[config.mk]
export PLATFORM = sky130hd
export DESIGN_NAME = phase_gate_guard
export DESIGN_NICKNAME = d
export VERILOG_FILES = /design/src/rtl/gate_guard_pkg.sv /design/src/rtl/guard_ctrl.sv /design/src/rtl/guard_datapath.sv /design/src/rtl/phase_gate_guard.sv
export SDC_FILE = /design/constraint.sdc
export NUM_CORES = 1
export LEC_CHECK = 0
export ABC_AREA = 1
export BUFFER_PORTS_ARGS = -buffer_cell sky130_fd_sc_hd__buf_2
export CAP_MARGIN = 10
export CELL_PAD_IN_SITES_DETAIL_PLACEMENT = 1
export CELL_PAD_IN_SITES_GLOBAL_PLACEMENT = 2
export CORE_MARGIN = 3
export CORE_UTILIZATION = 30
export CTS_CLUSTER_SIZE = 16
export DETAILED_ROUTE_END_ITERATION = 10
export HOLD_SLACK_MARGIN = 0.1
export PLACE_DENSITY = 0.79
export SLEW_MARGIN = 10
export SYNTH_ARGS = -nofsm -noshare
export SYNTH_HDL_FRONTEND = slang
export SYNTH_SLANG_ARGS = --single-unit
[constraint.sdc]
create_clock -name clk -period 1.5 [get_ports clk]
set_input_delay 0.075 -clock clk [delete_from_list [all_inputs] [get_ports clk]]
set_output_delay 0.075 -clock clk [all_outputs]
set_load 0.03 [all_outputs]
[src/rtl/gate_guard_pkg.sv]
package gate_guard_pkg;
  localparam int unsigned PHASE_COUNT = 3;

  typedef struct packed {
    logic                   forceOff;
    logic [PHASE_COUNT-1:0] hiBlock;
  } guardStrobes_t;
endpackage

[src/rtl/guard_ctrl.sv]
module guard_ctrl
  import gate_guard_pkg::*;
(
  input  logic                   clk,
  input  logic                   rstN,
  input  logic                   enable,
  input  logic                   ocFault,
  input  logic                   supplyLow,
  input  logic [PHASE_COUNT-1:0] bootLow,
  input  logic [PHASE_COUNT-1:0] syncLo,
  output guardStrobes_t          strobes
);
  logic [PHASE_COUNT-1:0] armed;

  // A high side is armed once its low command has been seen with the supply good.
  always_ff @(posedge clk or negedge rstN) begin
    if (!rstN)          armed <= '0;
    else if (supplyLow) armed <= '0;
    else                armed <= armed | syncLo;
  end

  always_comb begin
    strobes.forceOff = !enable || ocFault || supplyLow;
    strobes.hiBlock  = bootLow | ~armed;
  end
endmodule

[src/rtl/guard_datapath.sv]
module guard_datapath
  import gate_guard_pkg::*;
#(
  parameter int unsigned SYNC_STAGES = 2
) (
  input  logic                   clk,
  input  logic                   rstN,
  input  logic [PHASE_COUNT-1:0] hiCmd,
  input  logic [PHASE_COUNT-1:0] loCmd,
  input  guardStrobes_t          strobes,
  output logic [PHASE_COUNT-1:0] syncLo,
  output logic [PHASE_COUNT-1:0] hiGate,
  output logic [PHASE_COUNT-1:0] loGate
);
  localparam int unsigned LAST = SYNC_STAGES - 1;

  logic [SYNC_STAGES-1:0][PHASE_COUNT-1:0] hiPipe;
  logic [SYNC_STAGES-1:0][PHASE_COUNT-1:0] loPipe;
  logic [PHASE_COUNT-1:0] hiNext;
  logic [PHASE_COUNT-1:0] loNext;

  always_ff @(posedge clk or negedge rstN) begin
    if (!rstN) begin
      hiPipe <= '0;
      loPipe <= '0;
    end else begin
      hiPipe[0] <= hiCmd;
      loPipe[0] <= loCmd;
      for (int s = 1; s < SYNC_STAGES; s++) begin
        hiPipe[s] <= hiPipe[s-1];
        loPipe[s] <= loPipe[s-1];
      end
    end
  end

  assign syncLo = loPipe[LAST];

  for (genvar p = 0; p < PHASE_COUNT; p++) begin : g_phase
    logic hiReq;
    logic loReq;
    assign hiReq = hiPipe[LAST][p];
    assign loReq = loPipe[LAST][p];
    always_comb begin
      hiNext[p] = hiReq && !loReq && !strobes.forceOff && !strobes.hiBlock[p];
      loNext[p] = loReq && !hiReq && !strobes.forceOff;
    end
  end

  always_ff @(posedge clk or negedge rstN) begin
    if (!rstN) begin
      hiGate <= '0;
      loGate <= '0;
    end else begin
      hiGate <= hiNext;
      loGate <= loNext;
    end
  end
endmodule

[src/rtl/phase_gate_guard.sv]
module phase_gate_guard
  import gate_guard_pkg::*;
#(
  parameter int unsigned SYNC_STAGES = 2
) (
  input  logic       clk,
  input  logic       rstN,
  input  logic       enable,
  input  logic       ocFault,
  input  logic       supplyLow,
  input  logic [2:0] bootLow,
  input  logic [2:0] hiCmd,
  input  logic [2:0] loCmd,
  output logic [2:0] hiGate,
  output logic [2:0] loGate
);
  guardStrobes_t          strobes;
  logic [PHASE_COUNT-1:0] syncLo;

  guard_ctrl u_ctrl (
    .clk(clk), .rstN(rstN), .enable(enable), .ocFault(ocFault),
    .supplyLow(supplyLow), .bootLow(bootLow), .syncLo(syncLo),
    .strobes(strobes)
  );

  guard_datapath #(.SYNC_STAGES(SYNC_STAGES)) u_dp (
    .clk(clk), .rstN(rstN), .hiCmd(hiCmd), .loCmd(loCmd),
    .strobes(strobes), .syncLo(syncLo), .hiGate(hiGate), .loGate(loGate)
  );
endmodule

# Yosys cells after proc, flatten, opt, wreduce, memory -nomap -nowiden
# Index checks and enable logic that the tools add are counted.
dict set report word_totals {
  latch_bits 0
  mem_count 0
  ram_bits 0
  register_bits 21
  romBits 0
}
dict set report classes {
  n_lt_le_gt_ge 0
  eq_ne 0
  muxes 1
  addsub 0
  div_mod_pow 0
  n_mul 0
  n_bitwise 3
  n_reduce_logical 28
  shifts 0
}
# operator count
set op_table {}
lappend op_table {{logical AND 1 bit} 15}
lappend op_table {{zero test 1 bit} 11}
lappend op_table {{bitwise OR 3 bit} 2}
lappend op_table {{two-way mux 3 bit} 1}
lappend op_table {{NOT 3 bit} 1}
lappend op_table {{logical OR 1 bit} 2}

# Logic depth before layout (Yosys ltp)
# Gate-level depths: netlist of run 1.
dict set report depth {
  ltp_word 6
  mapped_depth 4
  mapped_depth_nobuf 4
}

# Cells and area by module
# A second synthesis of run 1 with hierarchy kept.
dict set report unflattened {
  hier_cells 60
  hier_area_um2 694.4
}
# module instances area_per_inst_um2 cells_per_inst
set by_module_without_submodules {}
lappend by_module_without_submodules {guard_datapath 1 563.0 43}
lappend by_module_without_submodules {guard_ctrl 1 131.4 17}

# Least setup slack after synthesis of run 1
# No wires, ideal clock.
dict set report synth_timing {
  path_kind {register to register}
  startpoint {register u_dp.loPipe (netlist bit u_dp.syncLo[0])}
  endpoint {register u_dp.hiGate[0]}
  setup_time_ps 71
  t_required_ps 1429
  period_less_slack_ps 645
  slack_ps 855
  t_arrival_ps 573
  stages_incl_launch_ff 4
  cell_sequence {dfrtp_1 nor2_1 nand2_1 nor2_1}
}
dict set report synth_via {
  elab_chain_cells 4
}
# element line
set synth_lines {}
lappend synth_lines {{from (decl)} guard_datapath.sv:18} ;# logic [SYNC_STAGES-1:0][PHASE_COUNT-1:0] loPipe;
lappend synth_lines {{from (signal, indexed assignment)} guard_datapath.sv:31} ;# loPipe[s] <= loPipe[s-1];
lappend synth_lines {{zero test 1 bit} guard_datapath.sv:44} ;# hiNext[p] = hiReq && !loReq && !strobes.forceOff && !strobes.hiBlock[p];
lappend synth_lines {{logical AND 1 bit (3 in series)} guard_datapath.sv:44}
lappend synth_lines {{net u_dp.hiNext[0]} guard_datapath.sv:19} ;# logic [PHASE_COUNT-1:0] hiNext;
lappend synth_lines {{to (signal assigned)} guard_datapath.sv:54} ;# hiGate <= hiNext;
lappend synth_lines {{to (decl)} guard_datapath.sv:12} ;# output logic [PHASE_COUNT-1:0] hiGate,
# The timed path passes the listed nets, and every way through them passes these cells.

# Final worst setup path of run 1
dict set report layout_timing {
  startpoint {input port supplyLow}
  endpoint {register u_dp.loGate[0]}
}
dict set report layout_via {
  elab_chain_cells 3
}
# element line
set layout_lines {}
lappend layout_lines {{from (decl)} phase_gate_guard.sv:10} ;# input logic supplyLow,
lappend layout_lines {{logical OR 1 bit} guard_ctrl.sv:23} ;# strobes.forceOff = !enable || ocFault || supplyLow;
lappend layout_lines {{zero test 1 bit} guard_datapath.sv:45} ;# loNext[p] = loReq && !hiReq && !strobes.forceOff;
lappend layout_lines {{logical AND 1 bit} guard_datapath.sv:45}
lappend layout_lines {{net u_dp.loNext[0]} guard_datapath.sv:20} ;# logic [PHASE_COUNT-1:0] loNext;
lappend layout_lines {{to (signal assigned)} guard_datapath.sv:55} ;# loGate <= loNext;
lappend layout_lines {{to (decl)} guard_datapath.sv:13} ;# output logic [PHASE_COUNT-1:0] loGate
# The timed path passes the listed nets, and every way through them passes these cells.

==> summary.txt, run 1 <==
Post-Syn Area per Cell = 12.3 sq um
Most common cell in the netlist = dfrtp_1
Die Footprint = 2810 sq um
CTS tree = done
DRC errors left = 0
Post-synthesis sequential area ratio = 79.2%
First-pass GRT wire length = 1970 um
P&R area growth vs syn = 48.1%
Post-CTS sizing = 0
Fin. Hold Viols = 0
Area leader, netlist = dfrtp_1
Slew Viols, Final = 0
PortBufs = 19
Metal2 WL = 631 um
Most frequent cells after synthesis = dfrtp_1, nor2_1, nand2_1
Metal-1 WL = 466 um
Synth warn = 0
Tightest Pin Transition = 0.438 ns
Post-Syn Area = 663 sq um
Core ar. = 2020 sq um
Clk sinks = 21
Crit-path max FO = 4
RR Startpoint = u_dp.syncLo[2]
Most common flop cell mapped by yosys = dfrtp_1
EDFF count, synth = 0
Fmax = 725 MHz
Setup Crit Path Kind = primary input to flip-flop
CTS Buffer Depth = 2
DRT antenna net count = 0
Worst VDD drop = 0.000640 V
Hold buffer count at CTS = 16
Die height = 53.0 um
DRT Wirelength = 1220 um
Iter 0 DRT Violations = 1
Syn Nets = 68
P_leak = 0.522 nW
Final Cycle Share = 92.0%
FFs w/ async S/R, synth = 100%
Footprint of the multi-input gates = 108 sq um
Vias in the first global route = 495
Via/cell ratio = 3.90
# IOs = 20
Final critical-path required period = 1.38 ns
Total grt overflow = 0
R2r setup slk = 0.22 ns
Reg clk slew, reported paths = 0.11 ns
Post-synth top area share = 79.2%
Yosys cell types = 6
Cells after Synth = 54
Setup Buffers After CTS = 0
Fill count = 236
Setup total negative slack = 0 ns
H-tree depth = 1
Area contributors post-synth = dfrtp_1, nor2_1, nand2_1
Cts bufs inserted = 3
Vias = 468
Number of setup violations in the final report = 0
Status = finished, final reports clean
Hpwl dp = 735 um
Register bit total from synthesis = 21
Critical path capture point type = flip-flop
Pwr Total = 0.946 mW
CTS root buf = clkbuf_4
Reg-to-Reg End = u_dp.hiGate[2]
Reg2reg path depth = 4
Pin count of the biggest net entering global routing = 22
Arrival time at the worst endpoint = 1.62 ns
Slew headroom = 70.8%
Worst min path class = primary input to async pin
Post-layout net count = 108
Register Area = 526 sq um
Startpoint types = primary input
Worst-Skew Late Latency = 0.30 ns
Gp weighted congestion = 0.690
Antenna cells = 0
Worst Path Required = 1.74 ns
RSZ-0062 raised after global routing = no
Layout cells sized above 1 = 26.9%
P per Cell Area = 963 nW/um^2
Uppermost layer routed = met4
WL/cell = 10.2 um
Worst clock skew = 0.00525 ns
Overall die width = 53.0 um
Site Rows = 16
Initial DRT Pass Iterations = 2
Total GRT Usage = 10.4%
Initial antenna violation count = 0
Effective utilization at floorplan = 32.8%
MaxCap Viol Count = 0
WL met3 = 107 um
## flip-flops by register name, indices dropped and copies added, names as in the netlist
| register | count |
|---|---|
| u_dp.syncLo | 3 |
| u_dp.g_phase.hiReq | 3 |
| u_dp.loGate | 3 |
| u_dp.hiGate | 3 |
| u_dp.hiPipe | 3 |
| u_dp.loPipe | 3 |
| u_ctrl.armed | 3 |
## through the flow
stage | hold WS (ns) | area, sq um | setup slack, ns | instances | utilization [%]
after global routing | 0.240 | 982 | 0.0830 | 120 | 48.6
final | 0.231 | 982 | 0.120 | 120 | 48.6
after floorplan | -0.221 | 663 | 0.855 | 54 | -
after detailed placement | 0.0483 | 792 | 0.802 | 100 | 39.2
after global placement | 0.0388 | 792 | 0.806 | 100 | 39.2
after CTS | 0.231 | 982 | 0.131 | 120 | 48.6
## cell type report
type | instances | area share [%]
flip-flops and latches | 21 | 53.5
repair buffers | 35 | 26.0
multi-input cells | 25 | 11.0
well taps | 27 | 3.44
inverters | 8 | 3.06
clock buffers | 3 | 2.29
clock inverters | 1 | 0.764
## where the power goes
| group | total, mW | switching [mW] | internal [mW] |
|---|---|---|---|
| Sequential | 0.599 | 0.0102 | 0.589 |
| Combinational | 0.0807 | 0.0372 | 0.0435 |
| Clock | 0.266 | 0.165 | 0.102 |
| Total | 0.946 | 0.212 | 0.734 |
## cell usage in the layout (no fill, tap or decap), drive strengths merged
master	n
buf	19
dfrtp	21
clkbuf	3
dlygate4sd3	16
nand3	1
clkinvlp	1
inv	8
nand2	9
nor2	15
## worst max-delay path by stage
stage                              start  slack [ns]             end  depth (start not counted)
after floorplan           u_dp.syncLo[0]        0.86  u_dp.hiGate[0]                          3
after global placement    u_dp.syncLo[1]        0.81  u_dp.hiGate[1]                          3
after detailed placement  u_dp.syncLo[1]        0.80  u_dp.hiGate[1]                          3
after CTS                      supplyLow        0.13  u_dp.loGate[0]                          6
after global routing           supplyLow        0.08  u_dp.loGate[0]                          6
final                          supplyLow        0.12  u_dp.loGate[0]                          6
## worst max-delay path, cell delays in order
cell and delay, ns:
dlygate4sd3_1 0.54, buf_2 0.15, inv_2 0.06, nand3_4 0.08, dlygate4sd3_1 0.61, nor2_1 0.10
## per-layer routing
layer	vias to the layer above	global-route usage (%)
met5	-	0
met4	0	5.11
met3	2	5.92
met2	17	18.0
met1	217	9.82
li1	232	-
## cells by family (layout without fill, tap and decap cells)
| family | count (synthesis) | in the layout | synth area share, % |
|---|---|---|---|
| DFF | 21 | 21 | 79.2 |
| buffers and inverters | 8 | 47 | 4.53 |
| and+or+nand+nor | 25 | 25 | 16.2 |
(Power assumes the default switching activity.)
==> run 2, diff against run 1 <==
ABC_AREA = unset   (was 1)
CAP_MARGIN = unset   (was 10)
PLACE_DENSITY = 0.74   (was 0.79)
==> summary.txt, run 2 <==
Area contributors post-synth = dfrtp_1, nor3b_2, nor2_1
# IOs = 20
Final critical-path required period = 1.30 ns
Critical path capture point type = flip-flop
EDFF count, synth = 0
Most common cell after layout, fill and taps aside = dfrtp_1
Sw power = 0.190 mW
Area leader, netlist = dfrtp_1
R2r setup slk = 0.44 ns
Slew Viols, Final = 0
Layout cells sized above 1 = 36.6%
Slowest stage delay, CP = 0.55 ns
Syn Nets = 52
PortBufs = 19
CTS Buffer Depth = 2
Worst min path class = primary input to async pin
Hpwl dp = 704 um
Via/cell ratio = 4.14
Arrival time at the worst endpoint = 1.51 ns
CP max-delay cell = dlygate4sd3_1
Vias = 406
Most common flop cell mapped by yosys = dfrtp_1
Post-Syn Area per Cell = 17.4 sq um
Synth warn = 0
Gp weighted congestion = 0.698
Site Rows = 16
Startpoint types = primary input
Vias in the first global route = 417
MaxCap Viol Count = 0
DRT Wirelength = 1020 um
Tightest Pin Transition = 0.444 ns
Switch share = 20.6%
Worst clock skew = 0.000824 ns
Pre-CTS setup slack = 0.449 ns
Final worst slack = 0.196 ns
P_int = 0.732 mW
Post-Syn Area = 661 sq um
Iter 0 DRT Violations = 0
Effective utilization at floorplan = 32.7%
CTS tree = done
Post-layout net count = 86
Setup total negative slack = 0 ns
Seq pwr share = 65.1%
Register bit total from synthesis = 21
DRT antenna net count = 0
Initial antenna violation count = 0
Most common cell in the netlist = dfrtp_1
Reg clk slew, reported paths = 0.10 ns
Cells after Synth = 38
Worst VDD drop = 0.000515 V
Die Footprint = 2800 sq um
Clock power frac = 27.3%
Crit-path max FO = 6
Overall die width = 52.9 um
Die height = 52.9 um
Final core area utilization = 45.2%
Initial DRT Pass Iterations = 1
Total GRT Usage = 8.62%
CTS root buf = clkbuf_4
Total grt overflow = 0
Clk sinks = 21
Number of setup violations in the final report = 0
Post-synth top area share = 79.5%
Worst-Skew Late Latency = 0.29 ns
Most frequent cells after synthesis = dfrtp_1, nor2_1, nor3b_2
WL/cell = 10.4 um
DRC errors left = 0
Critical-path cell list = dlygate4sd3_1 > buf_2 > or3b_1 > nor4_4
Antenna cells = 0
Post-synthesis sequential area ratio = 79.5%
RR Startpoint = u_dp.syncLo[1]
Status = finished, final reports clean
Slew headroom = 70.4%
Fmax = 767 MHz
P per Cell Area = 1010 nW/um^2
Core ar. = 2020 sq um
Worst Path Required = 1.71 ns
P&R area growth vs syn = 38.4%
H-tree depth = 1
Final Cycle Share = 86.9%
FFs w/ async S/R, synth = 100%
Pin count of the biggest net entering global routing = 22
Reg2reg path depth = 2
RSZ-0062 raised after global routing = no
First-pass GRT wire length = 1640 um
Hold Slack = 0.246 ns
Setup Crit Path Kind = primary input to flip-flop
Combinational Power Share = 7.6%
Yosys cell types = 8
Fin. Hold Viols = 0
Fill count = 213
Reg-to-Reg End = u_dp.hiGate[1]
P_leak = 0.440 nW
Cts bufs inserted = 3
Most frequent cells in the layout = dfrtp_1, buf_2, dlygate4sd3_1
-- run 2: changes by cell type after synthesis, sizes merged, moves of 2 or more --
cell / previous run / this run
inv: 8 / 0
nand2: 9 / 1
nor2: 15 / 8
nor3b: 0 / 3
or4bb: 0 / 2
-- run 2: kinds of logic (layout without fill, tap and decap cells) --
kind of cell | count (synthesis) | in the layout | share of synthesized area, %
flops | 21 | 21 | 79.5
simple gates | 16 | 16 | 18.8
buf+inv | 1 | 34 | 1.70
-- run 2: timing repair --
action	in CTS	in global routing
hold endpoints to repair	33	0
buffers inserted	0	0
gates resized for setup	0	0
hold buffers	11	0
-- run 2: through the flow --
stage / cell area (sq um) / power [mW] / std cells
floorplan: 661 / 0.628 / 38
global placement: 778 / 0.658 / 83
detailed placement: 778 / 0.661 / 83
CTS: 915 / 0.943 / 98
global route: 915 / 0.981 / 98
finish: 915 / 0.922 / 98
-- run 2: power groups by stage --
stage / sequential [mW] / clock [mW] / combinational [mW]
floorplan: 0.612 / 0 / 0.0162
global placement: 0.610 / 0 / 0.0481
detailed placement: 0.612 / 0 / 0.0495
CTS: 0.600 / 0.271 / 0.0714
global route: 0.603 / 0.299 / 0.0790
finish: 0.600 / 0.252 / 0.0697
-- run 2: area by class of cell --
cell class              instances  area, sq um  area share (%)
flip-flops and latches         21          526            57.5
repair buffers                 30          205            22.4
multi-input cells              16          124            13.5
well taps                      27         33.8            3.69
clock buffers                   4         26.3            2.87
-- run 2: routing by layer --
layer | wire length, um | vias to the layer above | GRT usage [%] | share of wire, %
met2 | 535 | 14 | 15.7 | 53
li1 | - | 191 | - | -
met3 | 66 | 2 | 2.54 | 6.5
met5 | 0 | - | 0 | 0
met1 | 395 | 199 | 7.93 | 39
met4 | 17 | 0 | 6.38 | 1.7
-- run 2: critical path, delay by kind of cell --
family / cells / cell delay (ns)
simple gates: 2 / 0.74
buf+inv: 2 / 0.70
-- run 2: worst max path at each step --
stage	startpoint	end	slack [ns]	cells after the start
floorplan	u_dp.syncLo[0]	u_dp.hiGate[0]	0.51	2
global placement	supplyLow	u_dp.hiGate[2]	0.45	3
detailed placement	supplyLow	u_dp.hiGate[2]	0.45	3
CTS	supplyLow	u_dp.hiGate[2]	0.22	4
global route	supplyLow	u_dp.hiGate[2]	0.15	4
finish	supplyLow	u_dp.hiGate[2]	0.20	4
==> run 3, diff against run 2 <==
PLACE_DENSITY = unset   (was 0.74)
PLACE_DENSITY_LB_ADDON = 0.3   (was unset)
==> summary.txt, run 3 (synthesis results as in run 2) <==
Fill count = 218
Non-filler cells, final = 98
Initial DRT Pass Iterations = 2
Pwr Total = 0.931 mW
Tightest Pin Transition = 0.446 ns
Overall die width = 52.9 um
CTS Buffer Depth = 2
Core ar. = 2020 sq um
Fmax = 774 MHz
Vias in the first global route = 386
Reg clk slew, reported paths = 0.11 ns
Pin count of the biggest net entering global routing = 22
Setup Crit Path Kind = primary input to flip-flop
Post-placement cell area = 778 sq um
PortBufs = 19
Crit-path max FO = 6
WL/cell = 10.4 um
Total GRT Usage = 8.70%
P&R area growth vs syn = 38.6%
Layout cells sized above 1 = 38.0%
Setup Buffers After CTS = 0
Finished Cell Area = 916 sq um
Clk sinks = 21
P_leak = 0.442 nW
Hpwl dp = 727 um
# IOs = 20
Total grt overflow = 0
Final Cycle Share = 86.1%
First-pass GRT wire length = 1650 um
Most frequent cells in the layout = dfrtp_1, buf_2, dlygate4sd3_1
Gp weighted congestion = 0.697
Seq pwr share = 64.5%
Fin. Hold Viols = 0
Iter 0 DRT Violations = 4
Via/cell ratio = 4.18
Antenna cells = 0
P_int = 0.728 mW
Post-CTS sizing = 0
Critical path capture point type = flip-flop
Worst min path class = primary input to async pin
Status = finished, final reports clean
H-tree depth = 1
Hold Slack = 0.247 ns
CTS root buf = clkbuf_4
Initial antenna violation count = 0
Hold buffer count at CTS = 11
Placed insts = 83
CTS tree = done
Post-layout net count = 86
Vias = 410
Final core area utilization = 45.3%
Pre-CTS setup slack = 0.434 ns
Worst Path Required = 1.71 ns
DRT antenna net count = 0
Combinational Power Share = 7.5%
Worst clock skew = 0.00258 ns
Worst VDD drop = 0.000590 V
Slew Viols, Final = 0
Die height = 52.9 um
Number of setup violations in the final report = 0
Site Rows = 16
Effective utilization at floorplan = 32.7%
Most common cell after layout, fill and taps aside = dfrtp_1
Die Footprint = 2800 sq um
Switch share = 21.8%
Sw power = 0.203 mW
Clock power frac = 28.0%
P per Cell Area = 1020 nW/um^2
Startpoint types = primary input
MaxCap Viol Count = 0
Arrival time at the worst endpoint = 1.50 ns
DRC errors left = 0
Slew headroom = 70.3%
RSZ-0062 raised after global routing = no
Worst-Skew Late Latency = 0.29 ns
Cts bufs inserted = 3
DRT Wirelength = 1020 um
Final worst slack = 0.208 ns
Final critical-path required period = 1.29 ns
Setup total negative slack = 0 ns
run 3: cell count changes in the layout (fill, tap and decap cells not counted):
| cell | before | now |
|---|---|---|
| clkbuf_1 | 1 | 0 |
| clkinv_2 | 0 | 1 |
run 3: critical path: stages:
cell and delay (ns):
dlygate4sd3_1 0.53, buf_2 0.15, or3b_1 0.51, nor4_4 0.24
run 3: area by class of cell:
cell class / count / area [sq um] / share of cell area [%]
flip-flops and latches: 21 / 526 / 57.4
clock inverters: 1 / 5.00 / 0.546
multi-input cells: 16 / 124 / 13.5
well taps: 27 / 33.8 / 3.69
repair buffers: 30 / 205 / 22.4
clock buffers: 3 / 22.5 / 2.46
run 3: path summary, 6_finish.rpt:
path                                 from                     to  slack [ns]  depth (start not counted)
hold reg to reg            u_dp.hiPipe[2]  u_dp.g_phase[2].hiReq        0.36                          0
setup reg to reg           u_dp.syncLo[0]         u_dp.hiGate[0]        0.44                          2
hold / removal                       rstN         u_dp.hiGate[1]        0.25                          2
setup / recovery                supplyLow         u_dp.hiGate[2]        0.21                          4
max in group asynchronous            rstN        u_ctrl.armed[2]        0.95                          2
min in group clk                  ocFault         u_dp.hiGate[2]        0.25                          3
run 3: routing by layer:
layer / wire length, um / global-route usage, %
met1: 421 / 9.98
met5: 0 / 0
met4: 25 / 6.38
met3: 84 / 3.38
met2: 484 / 13.0
run 3: power groups by stage:
| stage | clock (mW) | combinational, mW | sequential, mW |
|---|---|---|---|
| after detailed placement | 0 | 0.0503 | 0.612 |
| final | 0.261 | 0.0700 | 0.600 |
| after CTS | 0.268 | 0.0717 | 0.600 |
| after floorplan | 0 | 0.0162 | 0.612 |
| after global placement | 0 | 0.0492 | 0.610 |
| after global routing | 0.298 | 0.0784 | 0.602 |
